File: src/rtl/adc_seq_pkg.sv
package adc_seq_pkg;

    typedef enum logic [1:0] {
        PH_IDLE   = 2'd0,
        PH_COARSE = 2'd1,
        PH_FINE   = 2'd2
    } phase_e;

    // strobes after chip-select gating, active high
    typedef struct packed {
        logic sh;
        logic rd;
    } strobe_t;

    function automatic strobe_t gate_strobes(input logic cs_n, input logic sh_n,
                                             input logic rd_n);
        strobe_t s;
        s.sh = ~cs_n & ~sh_n;
        s.rd = ~cs_n & ~rd_n;
        return s;
    endfunction

    function automatic int count_width(input int n);
        return (n < 2) ? 1 : $clog2(n);
    endfunction

endpackage

File: src/rtl/adc_strobe_sync.sv
module adc_strobe_sync #(
    parameter int W = 3
) (
    input  logic         clk,
    input  logic         rst,
    input  logic [W-1:0] raw_n,
    output logic [W-1:0] now_n,
    output logic [W-1:0] prev_n
);
    for (genvar g = 0; g < W; g++) begin : g_bit
        logic meta_q, sync_q, last_q;
        always_ff @(posedge clk) begin
            if (rst) begin
                meta_q <= 1'b1;
                sync_q <= 1'b1;
                last_q <= 1'b1;
            end else begin
                meta_q <= raw_n[g];
                sync_q <= meta_q;
                last_q <= sync_q;
            end
        end
        assign now_n[g]  = sync_q;
        assign prev_n[g] = last_q;
    end
endmodule

File: src/rtl/adc_conv_ctrl.sv
module adc_conv_ctrl
    import adc_seq_pkg::*;
#(
    parameter int RES        = 10,
    parameter int CRS        = 6,
    parameter int SEL_W      = 2,
    parameter int COARSE_CYC = 25,
    parameter int FINE_CYC   = 60
) (
    input  logic                      clk,
    input  logic                      rst,
    input  logic                      mode_comb,
    input  strobe_t                   now_s,
    input  strobe_t                   prev_s,
    input  logic [SEL_W-1:0]          chan_sel,
    input  logic [(1<<SEL_W)*RES-1:0] samp_flat,
    output logic                      busy,
    output logic                      int_n,
    output logic                      rd_rel,
    output logic [SEL_W-1:0]          chan_q,
    output logic [RES-1:0]            result_q
);
    localparam int NCH   = 1 << SEL_W;
    localparam int FINEB = RES - CRS;
    localparam int CMAX  = (COARSE_CYC > FINE_CYC) ? COARSE_CYC : FINE_CYC;
    localparam int CNT_W = count_width(CMAX);

    logic [RES-1:0] smp_arr [NCH];
    for (genvar g = 0; g < NCH; g++) begin : g_mux
        assign smp_arr[g] = samp_flat[g*RES +: RES];
    end

    phase_e           phase_q;
    logic [CNT_W-1:0] cnt_q;
    logic [CRS-1:0]   crs_q;
    logic [FINEB-1:0] low_q;
    logic [RES-1:0]   sel_smp;
    logic             sh_rise, sh_fall, start, coarse_done, fine_done;

    assign sel_smp     = smp_arr[chan_q];
    assign sh_rise     = now_s.sh & ~prev_s.sh;
    assign sh_fall     = ~now_s.sh & prev_s.sh;
    assign rd_rel      = ~now_s.rd & prev_s.rd;
    assign start       = (phase_q == PH_IDLE) && sh_rise && (!mode_comb || now_s.rd);
    assign coarse_done = (phase_q == PH_COARSE) &&
                         (mode_comb ? (cnt_q == CNT_W'(COARSE_CYC - 1)) : sh_fall);
    assign fine_done   = (phase_q == PH_FINE) && (cnt_q == CNT_W'(FINE_CYC - 1));
    assign busy        = (phase_q != PH_IDLE);

    always_ff @(posedge clk) begin
        if (rst) begin
            phase_q  <= PH_IDLE;
            cnt_q    <= '0;
            chan_q   <= '0;
            crs_q    <= '0;
            low_q    <= '0;
            result_q <= '0;
        end else begin
            case (phase_q)
                PH_IDLE: begin
                    if (start) begin
                        phase_q <= PH_COARSE;
                        chan_q  <= chan_sel;
                        cnt_q   <= '0;
                    end
                end
                PH_COARSE: begin
                    if (coarse_done) begin
                        phase_q <= PH_FINE;
                        cnt_q   <= '0;
                        crs_q   <= sel_smp[RES-1 -: CRS];
                        low_q   <= sel_smp[FINEB-1:0];
                    end else begin
                        cnt_q <= cnt_q + 1'b1;
                    end
                end
                PH_FINE: begin
                    if (fine_done) begin
                        phase_q  <= PH_IDLE;
                        result_q <= {crs_q, low_q};
                    end else begin
                        cnt_q <= cnt_q + 1'b1;
                    end
                end
                default: phase_q <= PH_IDLE;
            endcase
        end
    end

    always_ff @(posedge clk) begin
        if (rst)            int_n <= 1'b1;
        else if (fine_done) int_n <= 1'b0;
        else if (rd_rel)    int_n <= 1'b1;
    end
endmodule

File: src/rtl/adc_bus_out.sv
module adc_bus_out #(
    parameter int RES = 10
) (
    input  logic           cs_n,
    input  logic           rd_n,
    input  logic [RES-1:0] result,
    output logic [RES-1:0] db_out,
    output logic           db_oe
);
    assign db_oe  = ~cs_n & ~rd_n;
    assign db_out = db_oe ? result : '0;
endmodule

File: src/rtl/adc_bus_seq.sv
module adc_bus_seq
    import adc_seq_pkg::*;
#(
    parameter int RES        = 10,
    parameter int CRS        = 6,
    parameter int SEL_W      = 2,
    parameter int COARSE_CYC = 25,
    parameter int FINE_CYC   = 60
) (
    input  logic                      clk,
    input  logic                      rst,
    input  logic                      cs_n,
    input  logic                      sh_n,
    input  logic                      rd_n,
    input  logic                      mode_comb,
    input  logic [SEL_W-1:0]          chan_sel,
    input  logic [(1<<SEL_W)*RES-1:0] samp_flat,
    output logic                      busy,
    output logic                      int_n,
    output logic [RES-1:0]            db_out,
    output logic                      db_oe
);
    logic [2:0]       now_n, prev_n;
    strobe_t          now_s, prev_s;
    logic             rd_rel;
    logic [SEL_W-1:0] chan_q;
    logic [RES-1:0]   result_q;

    adc_strobe_sync #(.W(3)) u_sync (
        .clk    (clk),
        .rst    (rst),
        .raw_n  ({cs_n, sh_n, rd_n}),
        .now_n  (now_n),
        .prev_n (prev_n)
    );

    assign now_s  = gate_strobes(now_n[2], now_n[1], now_n[0]);
    assign prev_s = gate_strobes(prev_n[2], prev_n[1], prev_n[0]);

    adc_conv_ctrl #(
        .RES(RES), .CRS(CRS), .SEL_W(SEL_W),
        .COARSE_CYC(COARSE_CYC), .FINE_CYC(FINE_CYC)
    ) u_ctrl (
        .clk       (clk),
        .rst       (rst),
        .mode_comb (mode_comb),
        .now_s     (now_s),
        .prev_s    (prev_s),
        .chan_sel  (chan_sel),
        .samp_flat (samp_flat),
        .busy      (busy),
        .int_n     (int_n),
        .rd_rel    (rd_rel),
        .chan_q    (chan_q),
        .result_q  (result_q)
    );

    adc_bus_out #(.RES(RES)) u_bus (
        .cs_n   (cs_n),
        .rd_n   (rd_n),
        .result (result_q),
        .db_out (db_out),
        .db_oe  (db_oe)
    );
endmodule

File: config.mk
export PLATFORM = sky130hd
export DESIGN_NAME = adc_bus_seq
export DESIGN_NICKNAME = d
export VERILOG_FILES = /design/src/rtl/adc_seq_pkg.sv /design/src/rtl/adc_strobe_sync.sv /design/src/rtl/adc_conv_ctrl.sv /design/src/rtl/adc_bus_out.sv /design/src/rtl/adc_bus_seq.sv
export SDC_FILE = /design/constraint.sdc
export NUM_CORES = 1
export LEC_CHECK = 0
export BUFFER_PORTS_ARGS = -buffer_cell sky130_fd_sc_hd__buf_2
export CAP_MARGIN = 30
export CORE_MARGIN = 2
export CORE_UTILIZATION = 30
export DETAILED_ROUTE_END_ITERATION = 8
export GPL_ROUTABILITY_DRIVEN = 1
export GPL_TIMING_DRIVEN = 0
export SLEW_MARGIN = 30
export SYNTH_ARGS = -nofsm -noshare
export SYNTH_HDL_FRONTEND = slang
export SYNTH_SLANG_ARGS = --single-unit
export TNS_END_PERCENT = 100
File: constraint.sdc
create_clock -name clk -period 2.1 [get_ports clk]
set_input_delay 0.105 -clock clk [delete_from_list [all_inputs] [get_ports clk]]
set_output_delay 0.105 -clock clk [all_outputs]
set_load 0.02 [all_outputs]
## Word level (Yosys, flattened, before mapping)

Cells that the tools add are included.
W data, S select, Z words.

- Register bits after elaboration: 40
- Input bits: 48
- Output and inout bits: 13

- Add/subtract/negate cells: 1
- Magnitude comparators: 1
- Equal/unequal tests: 8
- Muxes and demuxes: 15
- Bitwise operators: 20
- Reductions and logical operators: 15

Operator list:

| cell | count |
|---|---|
| $mux W10 | 3 |
| $bmux W10 S2 | 1 |
| $mux W6 | 3 |
| $pmux W6 S3 | 1 |
| $not A1 Y1 | 11 |
| $and A1 B1 Y1 | 8 |
| $add A6 B1 Y6 const B | 1 |
| $eq A6 B5 Y1 const B | 1 |
| $eq A6 B6 Y1 const B | 1 |
| $mux W2 | 3 |
| $ne A2 B1 Y1 const B | 3 |
| $pmux W2 S3 | 1 |
| $reduce_and A2 Y1 | 3 |
| $reduce_and A3 Y1 | 2 |
| $logic_and A1 B1 Y1 | 4 |
| $reduce_bool A2 Y1 | 2 |
| $ge A3 B3 Y1 const B | 1 |
| $mux W1 | 3 |
| $not A2 Y3 | 1 |
| $reduce_bool A3 Y1 | 1 |
| $eq A2 B1 Y1 const B | 1 |
| $eq A2 B2 Y1 const B | 1 |
| $logic_not A2 Y1 | 1 |
| $ne A2 B2 Y1 const B | 1 |
| 2 further kinds | 2 |

## Depth between registers and ports, before layout

Gate-level depths: netlist (run 1).

- Depth after elaboration: 8
- Gate-level depth with buffers: 8
- Gate-level depth less buffers: 7

## Cells and area by module

From an unflattened synthesis (run 1), not the netlist that was laid out.

- Cells, all modules: 219
- Area, all modules: 2047.0 um^2

Modules (own cells, without submodules):

| module | times used | cells an instance | area each (um^2) |
|---|---|---|---|
| adc_conv_ctrl | 1 | 178 | 1604.0 |
| adc_strobe_sync | 1 | 24 | 281.5 |
| adc_bus_out | 1 | 13 | 146.4 |
| adc_bus_seq | 1 | 4 | 15.0 |

## Worst setup path after synthesis (run 1)

No wires, ideal clock.

- Path kind: register to register
- Start: reg u_ctrl.phase_q[0]
- End: reg u_ctrl.cnt_q[3]
- Setup time: 116 ps
- Arrival time: 1450 ps
- Required time: 1984 ps
- Path slack: 533 ps
- Cell stages (with the launch flop): 8
- Path buffers: 0
- Cells stage by stage: dfxtp_1 > inv_1 > ha_1 > inv_1 > a21oi_2 > or3_4 > a31oi_1 > o21ai_1

- Longest elaborated chain between the ends: 5

RTL lines:

| element | line | source |
|---|---|---|
| from (decl) | adc_conv_ctrl.sv:33 | `phase_e phase_q;` |
| from (signal assigned) | adc_conv_ctrl.sv:52 | `phase_q <= PH_IDLE;` |
| from (signal assigned) | adc_conv_ctrl.sv:62 | `phase_q <= PH_COARSE;` |
| from (signal assigned) | adc_conv_ctrl.sv:69 | `phase_q <= PH_FINE;` |
| $logic_not A2 Y1 | adc_conv_ctrl.sv:44, adc_conv_ctrl.sv:59 |  |
| $logic_and A1 B1 Y1 (2 in series) | adc_conv_ctrl.sv:44 | `assign start = (phase_q == PH_IDLE) && sh_rise && (!mode_comb \|\| now_s.rd);` |
| $ne A2 B1 Y1 (no line) | - |  |
| $reduce_and A3 Y1 (no line) | - |  |
| to (signal assigned) | adc_conv_ctrl.sv:74 | `cnt_q <= cnt_q + 1'b1;` |
| to (signal assigned) | adc_conv_ctrl.sv:82 | `cnt_q <= cnt_q + 1'b1;` |
| to (decl) | adc_conv_ctrl.sv:34 | `logic [CNT_W-1:0] cnt_q;` |

Parallel ways exist; a longest one is shown, timed or not.
A chain may end at the register's enable or synchronous reset.

## Worst setup path in the final report (run 1)

Ends and elaborated chain as after synthesis.

==> flow_summary.json, run 1 <==
{
  "share_seq_of_total_power_pct": 53.2,
  "post_cts_resized": 0,
  "fp.dieW_um": 85.33,
  "relSlewSlack_pct": 65.78,
  "synth_compound_area_share_pct": 12.61,
  "numPortBuffers": 60,
  "critical_path_required_ps": 2280,
  "vias_per_cell": 4.831,
  "die_area_sq_um": 7281,
  "diodes": 0,
  "cp_max_fo": 5,
  "clk_pin_slew_ps": 70,
  "ir_drop_v": 0.0002202,
  "cts_max_path_buffers": 2,
  "hold_depth": 2,
  "yosys_register_bits": 40,
  "fin_crit_ps": 1706,
  "power.density_nw_per_um2": 586.0,
  "area_delta_synth_final_pct": 25.16,
  "grt-ovfl-total": 0,
  "use_met1_pct": 17.10,
  "dpl.hpwl_mm": 3.599,
  "p_leak_uw": 0.001031,
  "grt_pass1_vias": 1741,
  "cts_max_level": 2,
  "fin_area_sq_um": 2484,
  "synthCells": 220,
  "root_buffer": "clkbuf_8",
  "async_flop_share_pct": 0,
  "maxSlewViolCount": 0,
  "rsz0062_at_grt": "no",
  "yosys_warnings": 0,
  "vias": 1768,
  "combPwrFrac_pct": 10.7,
  "fillCellCount": 675,
  "synth.most_common_cell": "nand2_1",
  "crit_family": "simple AND/OR/NAND/NOR gates",
  "r2r-start": "u_ctrl.phase_q[0]",
  "ys_seq_area_share_pct": 40.35,
  "hold_path.startpoint": "cs_n",
  "slowest_stage": "or3_4",
  "wirelength_mm": 4.629,
  "die_y_um": 85.33,
  "first_pass_iters": 4,
  "synth_cell_types": 35,
  "core-area_sq_um": 6386,
  "met2_usage_pct": 21.88,
  "worst_pin_slew_ps": 513.3,
  "grtUsageTotal_pct": 13.34,
  "synth_top_area_share_pct": 40.35,
  "antenna_found_initial": 0,
  "drv_cap": 0,
  "cts_setup_buffers": 0,
  "synth_top_family_by_area": "simple AND/OR/NAND/NOR gates",
  "hold_path_class": "input pin to flip-flop",
  "initial_utilization_pct": 31.07,
  "cp.arrival_ps": 1890,
  "clk_latency_ps": 290,
  "yosys-top-cells-area": "dfxtp_1 (40%), mux4_2 (11%), nand2_1 (9.5%)",
  "cts_tree": "built",
  "syn-num-nets": 275,
  "skew_ps": 10.72,
  "crit_path_frequent_cell": "inv_1",
  "outcome": "finished, final reports clean",
  "grt_max_degree": 13,
  "final_cells": 366,
  "utilization_pct": 38.89,
  "dp.cells": 357,
  "place_area_sq_um": 2381,
  "p_sw_uw": 347.2,
  "synthMuxAreaShare_pct": 12.86,
  "clockPowerShare_pct": 36.1,
  "wl_per_cell_um": 12.65,
  "start_kind": "flip-flop",
  "reg2reg_depth": 7,
  "synth_area_sq_um": 1984,
  "fin_ws_ps": 394.3,
  "p_sw_share_pct": 23.86,
  "synth-simple-area-share_pct": 26.17,
  "drtAntennaViolNets": 0,
  "met3_usage_pct": 2.918,
  "yosys-top-cells-count": "nand2_1 (50), dfxtp_1 (40), a21oi_1 (23)",
  "p_int_uw": 1108,
  "ioPinCount": 61,
  "r2r_end": "u_ctrl.cnt_q[3]",
  "cts-buffers-inserted": 5,
  "path_cells": "inv_1 > ha_1 > inv_1 > nor3_4 > or3_4 > a31oi_1 > o21ai_1",
  "path_buf_inv": 2,
  "drive_above_1_share_pct": 34.60,
  "rows": 29,
  "top_usage_layer": "met2",
  "nNetsFinal": 343,
  "drt_iter0_markers": 70,
  "synth_xor_area_share_pct": 0,
  "cpPeakStageDelay_ps": 410,
  "grt_pass1_wl_mm": 7.824,
  "pre_cts_slack_ps": 395.7,
  "critPathKind": "flip-flop to flip-flop",
  "syn_area_per_cell_sq_um": 9.020,
  "rrSetupSlack_ps": 390,
  "report.final.setup_viol": 0,
  "holdPathEnd": "u_sync.g_bit[2].meta_q",
  "synth-edff-count": 0,
  "synth_fa_ha_area_share_pct": 4.414,
  "ys.flop_type": "dfxtp_1",
  "cts_sinks": 40,
  "fin_crit_sh_pct": 81.22,
  "drt_drc_violations_left": 0,
  "timing.fmax_mhz": 586.3,
  "place_congestion": 0.8049,
  "final-hold-violation-count": 0,
  "ctsHoldBuffers": 1,
  "end_kind": "flip-flop",
  "synth_top_cell_by_area": "dfxtp_1",
  "setup_tns_ps": 0
}
==> routing by layer <==
layer	up-vias	share of wire, %
met1	818	46
li1	892	-
met4	0	1.6
met3	6	5.0
met5	-	0
met2	52	48
==> per-stage QoR <==
step	hold WS, ps	power (uW)
2_1_floorplan	208.8	878.1
5_1_grt	13.02	1522
6_report	24.94	1455
4_1_cts	17.31	1471
3_3_place_gp	288.9	945.0
3_5_place_dp	291.5	948.3
==> area by class of cell <==
type	count	area [sq um]	area share (%)
multi-input combinational	163	1112	44.79
sequential	40	800.8	32.24
timing repair buffer	61	310.3	12.49
tap	77	96.34	3.879
clock buffer	6	82.58	3.325
buffer	10	45.04	1.814
inverter	7	26.28	1.058
clock inverter	2	10.01	0.4030
==> worst register-to-register path, cell delays in order, from the launching register on <==
cell and delay, ps:
dfxtp_1 380, inv_1 100, ha_1 240, inv_1 160, nor3_4 90, or3_4 410
a31oi_1 160, o21ai_1 70
==> logic make-up after synthesis <==
| family | count (synthesis) |
|---|---|
| buffers and inverters | 17 |
| muxes | 13 |
| DFF | 40 |
| adders and majority gates | 7 |
| and+or+nand+nor | 102 |
| AOI/OAI and AO/OA | 41 |
==> placed cells by master, fill, tap and decap left out, drive strengths merged, types with 2 or more instances in the layout <==
master and count:
a21oi 24, a31oi 4, and2 12, buf 64
clkbuf 12, clkinv 2, dfxtp 40, ha 7
inv 7, mux2i 3, mux4 10, nand2 50
nand3 8, nand3b 4, nor2 8, nor3 4
o21ai 7, or2 10, or3 3
==> power by group through the flow <==
stage,logic [uW],registers [uW],clock network [uW]
2_1_floorplan,87.9,790,0
3_3_place_gp,154,791,0
3_5_place_dp,157,792,0
4_1_cts,158,774,539
5_1_grt,175,775,572
6_report,156,774,525
==> worst max path at each step <==
| stage | from | endpoint | slack (ps) | cells after the start |
|---|---|---|---|---|
| floorplan | u_ctrl.phase_q[0] | u_ctrl.cnt_q[3] | 530 | 7 |
| finish | u_ctrl.phase_q[0] | u_ctrl.cnt_q[3] | 390 | 7 |
| CTS | u_ctrl.phase_q[0] | u_ctrl.cnt_q[3] | 380 | 7 |
| global placement | u_ctrl.phase_q[0] | u_ctrl.cnt_q[3] | 430 | 7 |
| global route | u_ctrl.phase_q[0] | u_ctrl.result_q[6] | 290 | 7 |
| detailed placement | u_ctrl.phase_q[0] | u_ctrl.cnt_q[3] | 400 | 7 |
==> state kept, by name, summed over array words and instances (netlist names), 2 cells and up <==
signal,flops
u_ctrl.result_q,10
u_ctrl.cnt_q,6
u_ctrl.crs_q,6
u_ctrl.low_q,4
u_sync.g_bit.last_q,3
u_sync.g_bit.meta_q,3
u_sync.g_bit.sync_q,3
u_ctrl.chan_q,2
u_ctrl.phase_q,2
Power figures use the tool's default switching activity.
==> run 2: changes to the inputs <==
clock period = 1.5 ns   (was 2.1 ns; I/O delays follow)
==> flow_summary.json, run 2 (synthesis gave the netlist of run 1 again) <==
{
  "outcome": "complete, but fails checks",
  "violations": "negative setup slack",
  "area_delta_synth_final_pct": 42.18,
  "place_congestion": 0.8245,
  "final_common_cell": "buf_2",
  "cts-buffers-inserted": 5,
  "critPathKind": "flip-flop to flip-flop",
  "grt_max_degree": 13,
  "cp.arrival_ps": 1750,
  "nNetsFinal": 355,
  "dpl.hpwl_mm": 3.618,
  "antenna_found_initial": 0,
  "cp_max_fo": 5,
  "clk_latency_ps": 290,
  "maxSlewViolCount": 0,
  "grt-ovfl-total": 0,
  "cts_tree": "built",
  "wl_per_cell_um": 13.72,
  "utilization_pct": 44.18,
  "ir_drop_v": 0.0004679,
  "hold_path_class": "input pin to flip-flop",
  "drtAntennaViolNets": 0,
  "worst_pin_slew_ps": 656.2,
  "drt_iter0_markers": 74,
  "fin_ws_ps": -40.67,
  "p_sw_share_pct": 22.01,
  "grt_pass1_vias": 1782,
  "root_buffer": "clkbuf_8",
  "timing.fmax_mhz": 649.1,
  "cts_max_level": 2,
  "cts_sinks": 40,
  "hold_ws_ps": 25.55,
  "initial_utilization_pct": 31.07,
  "slowest_stage": "dfxtp_4",
  "top_regs": "u_ctrl.result_q (10), u_ctrl.cnt_q (6), u_ctrl.crs_q (6)",
  "clk_pin_slew_ps": 70,
  "final-hold-violation-count": 0,
  "drt_drc_violations_left": 0,
  "most-common-layout-cells": "buf_2 (60), nand2_1 (39), dfxtp_1 (36)",
  "drv_cap": 0,
  "grtUsageTotal_pct": 14.10,
  "fp.dieW_um": 85.33,
  "hold_depth": 3,
  "vias_per_cell": 4.913,
  "ioPinCount": 61,
  "skew_ps": 8.461,
  "wirelength_mm": 5.185,
  "fin_crit_ps": 1541,
  "cpPeakStageDelay_ps": 380,
  "combPwrFrac_pct": 11.8,
  "p_int_uw": 1796,
  "cts_max_path_buffers": 2,
  "share_seq_of_total_power_pct": 46.9,
  "end_kind": "flip-flop",
  "die_y_um": 85.33,
  "fin_crit_sh_pct": 102.7,
  "largest_reg_flops": 10,
  "met3_usage_pct": 2.724,
  "grt_pass1_wl_mm": 8.280,
  "start_kind": "flip-flop",
  "relSlewSlack_pct": 56.25,
  "p_leak_uw": 0.001163,
  "path_cells": "buf_12 > ha_4 > nand2_4 > nor3_4 > or3_4 > nand2_1 > a31oi_1",
  "die_area_sq_um": 7281,
  "critical_path_required_ps": 1710,
  "met2_usage_pct": 24.43,
  "use_met1_pct": 17.85,
  "top_register": "u_ctrl.result_q",
  "p_sw_uw": 507.0,
  "core-area_sq_um": 6386,
  "vias": 1857,
  "diodes": 0,
  "clockPowerShare_pct": 41.4,
  "fillCellCount": 625,
  "report.final.setup_viol": 7,
  "drive_above_1_share_pct": 48.84,
  "pre_cts_slack_ps": -119.3,
  "rsz0062_at_grt": "yes",
  "top_usage_layer": "met2",
  "reg2reg_depth": 7,
  "first_pass_iters": 4,
  "numPortBuffers": 60,
  "power.density_nw_per_um2": 816.2,
  "rows": 29
}
## run 2: final cells by class
cell class	count	area, sq um	area share [%]
buffer	10	65.06	2.306
clock buffer	7	96.34	3.415
clock inverter	1	30.03	1.064
inverter	7	31.28	1.109
multi-input combinational	163	1250	44.30
sequential	40	813.3	28.82
tap	77	96.34	3.415
timing repair buffer	73	439.2	15.57
## run 2: timing repair
| item | 4_1_cts | 5_1_grt |
|---|---|---|
| pin swaps | 8 | 16 |
| endpoints found under the setup margin | 29 | 29 |
| setup buffers | 4 | 5 |
| endpoints found under the hold margin | 3 | 0 |
| gates cloned | 0 | 1 |
| resized for setup | 19 | 37 |
| hold buffers | 3 | 0 |
## run 2: metal layers
layer,up-vias,routed length (um),share of wire [%]
met5,-,0,0
met4,0,71,1.4
met3,4,231,4.5
met2,46,2595,50
met1,888,2286,44
li1,919,-,-
## run 2: worst max-delay path, delay by kind of cell, from the launching register on
family | cells | cell delay [ps]
compound gates | 1 | 160
fa+ha+maj | 1 | 150
buf+inv | 1 | 110
flops | 1 | 380
simple gates | 4 | 660
## run 2: metrics by stage
| stage | instances | TNS [ps] | power [uW] | cell area [sq um] |
|---|---|---|---|---|
| 2_1_floorplan | 220 | 0 | 1232 | 1986 |
| 3_3_place_gp | 357 | -1443 | 1325 | 2382 |
| 3_5_place_dp | 357 | -2048 | 1330 | 2382 |
| 4_1_cts | 372 | 0 | 2303 | 2618 |
| 5_1_grt | 378 | -2270 | 2401 | 2821 |
| 6_report | 378 | -108.9 | 2303 | 2821 |
## run 2: power by group through the flow
stage | logic [uW] | registers [uW] | clock network, uW
detailed placement | 221 | 1110 | 0
floorplan | 124 | 1110 | 0
global route | 297 | 1080 | 1020
finish | 271 | 1080 | 953
CTS | 247 | 1080 | 973
global placement | 216 | 1110 | 0
## run 2: path summary, 6_finish.rpt
path	from	endpoint	slack, ps
min reg2reg	u_sync.g_bit[0].meta_q	u_sync.g_bit[0].sync_q	420
max	u_ctrl.cnt_q[1]	u_ctrl.cnt_q[2]	-40
max reg2reg	u_ctrl.cnt_q[1]	u_ctrl.cnt_q[2]	-40
min	chan_sel[0]	u_ctrl.chan_q[0]	30
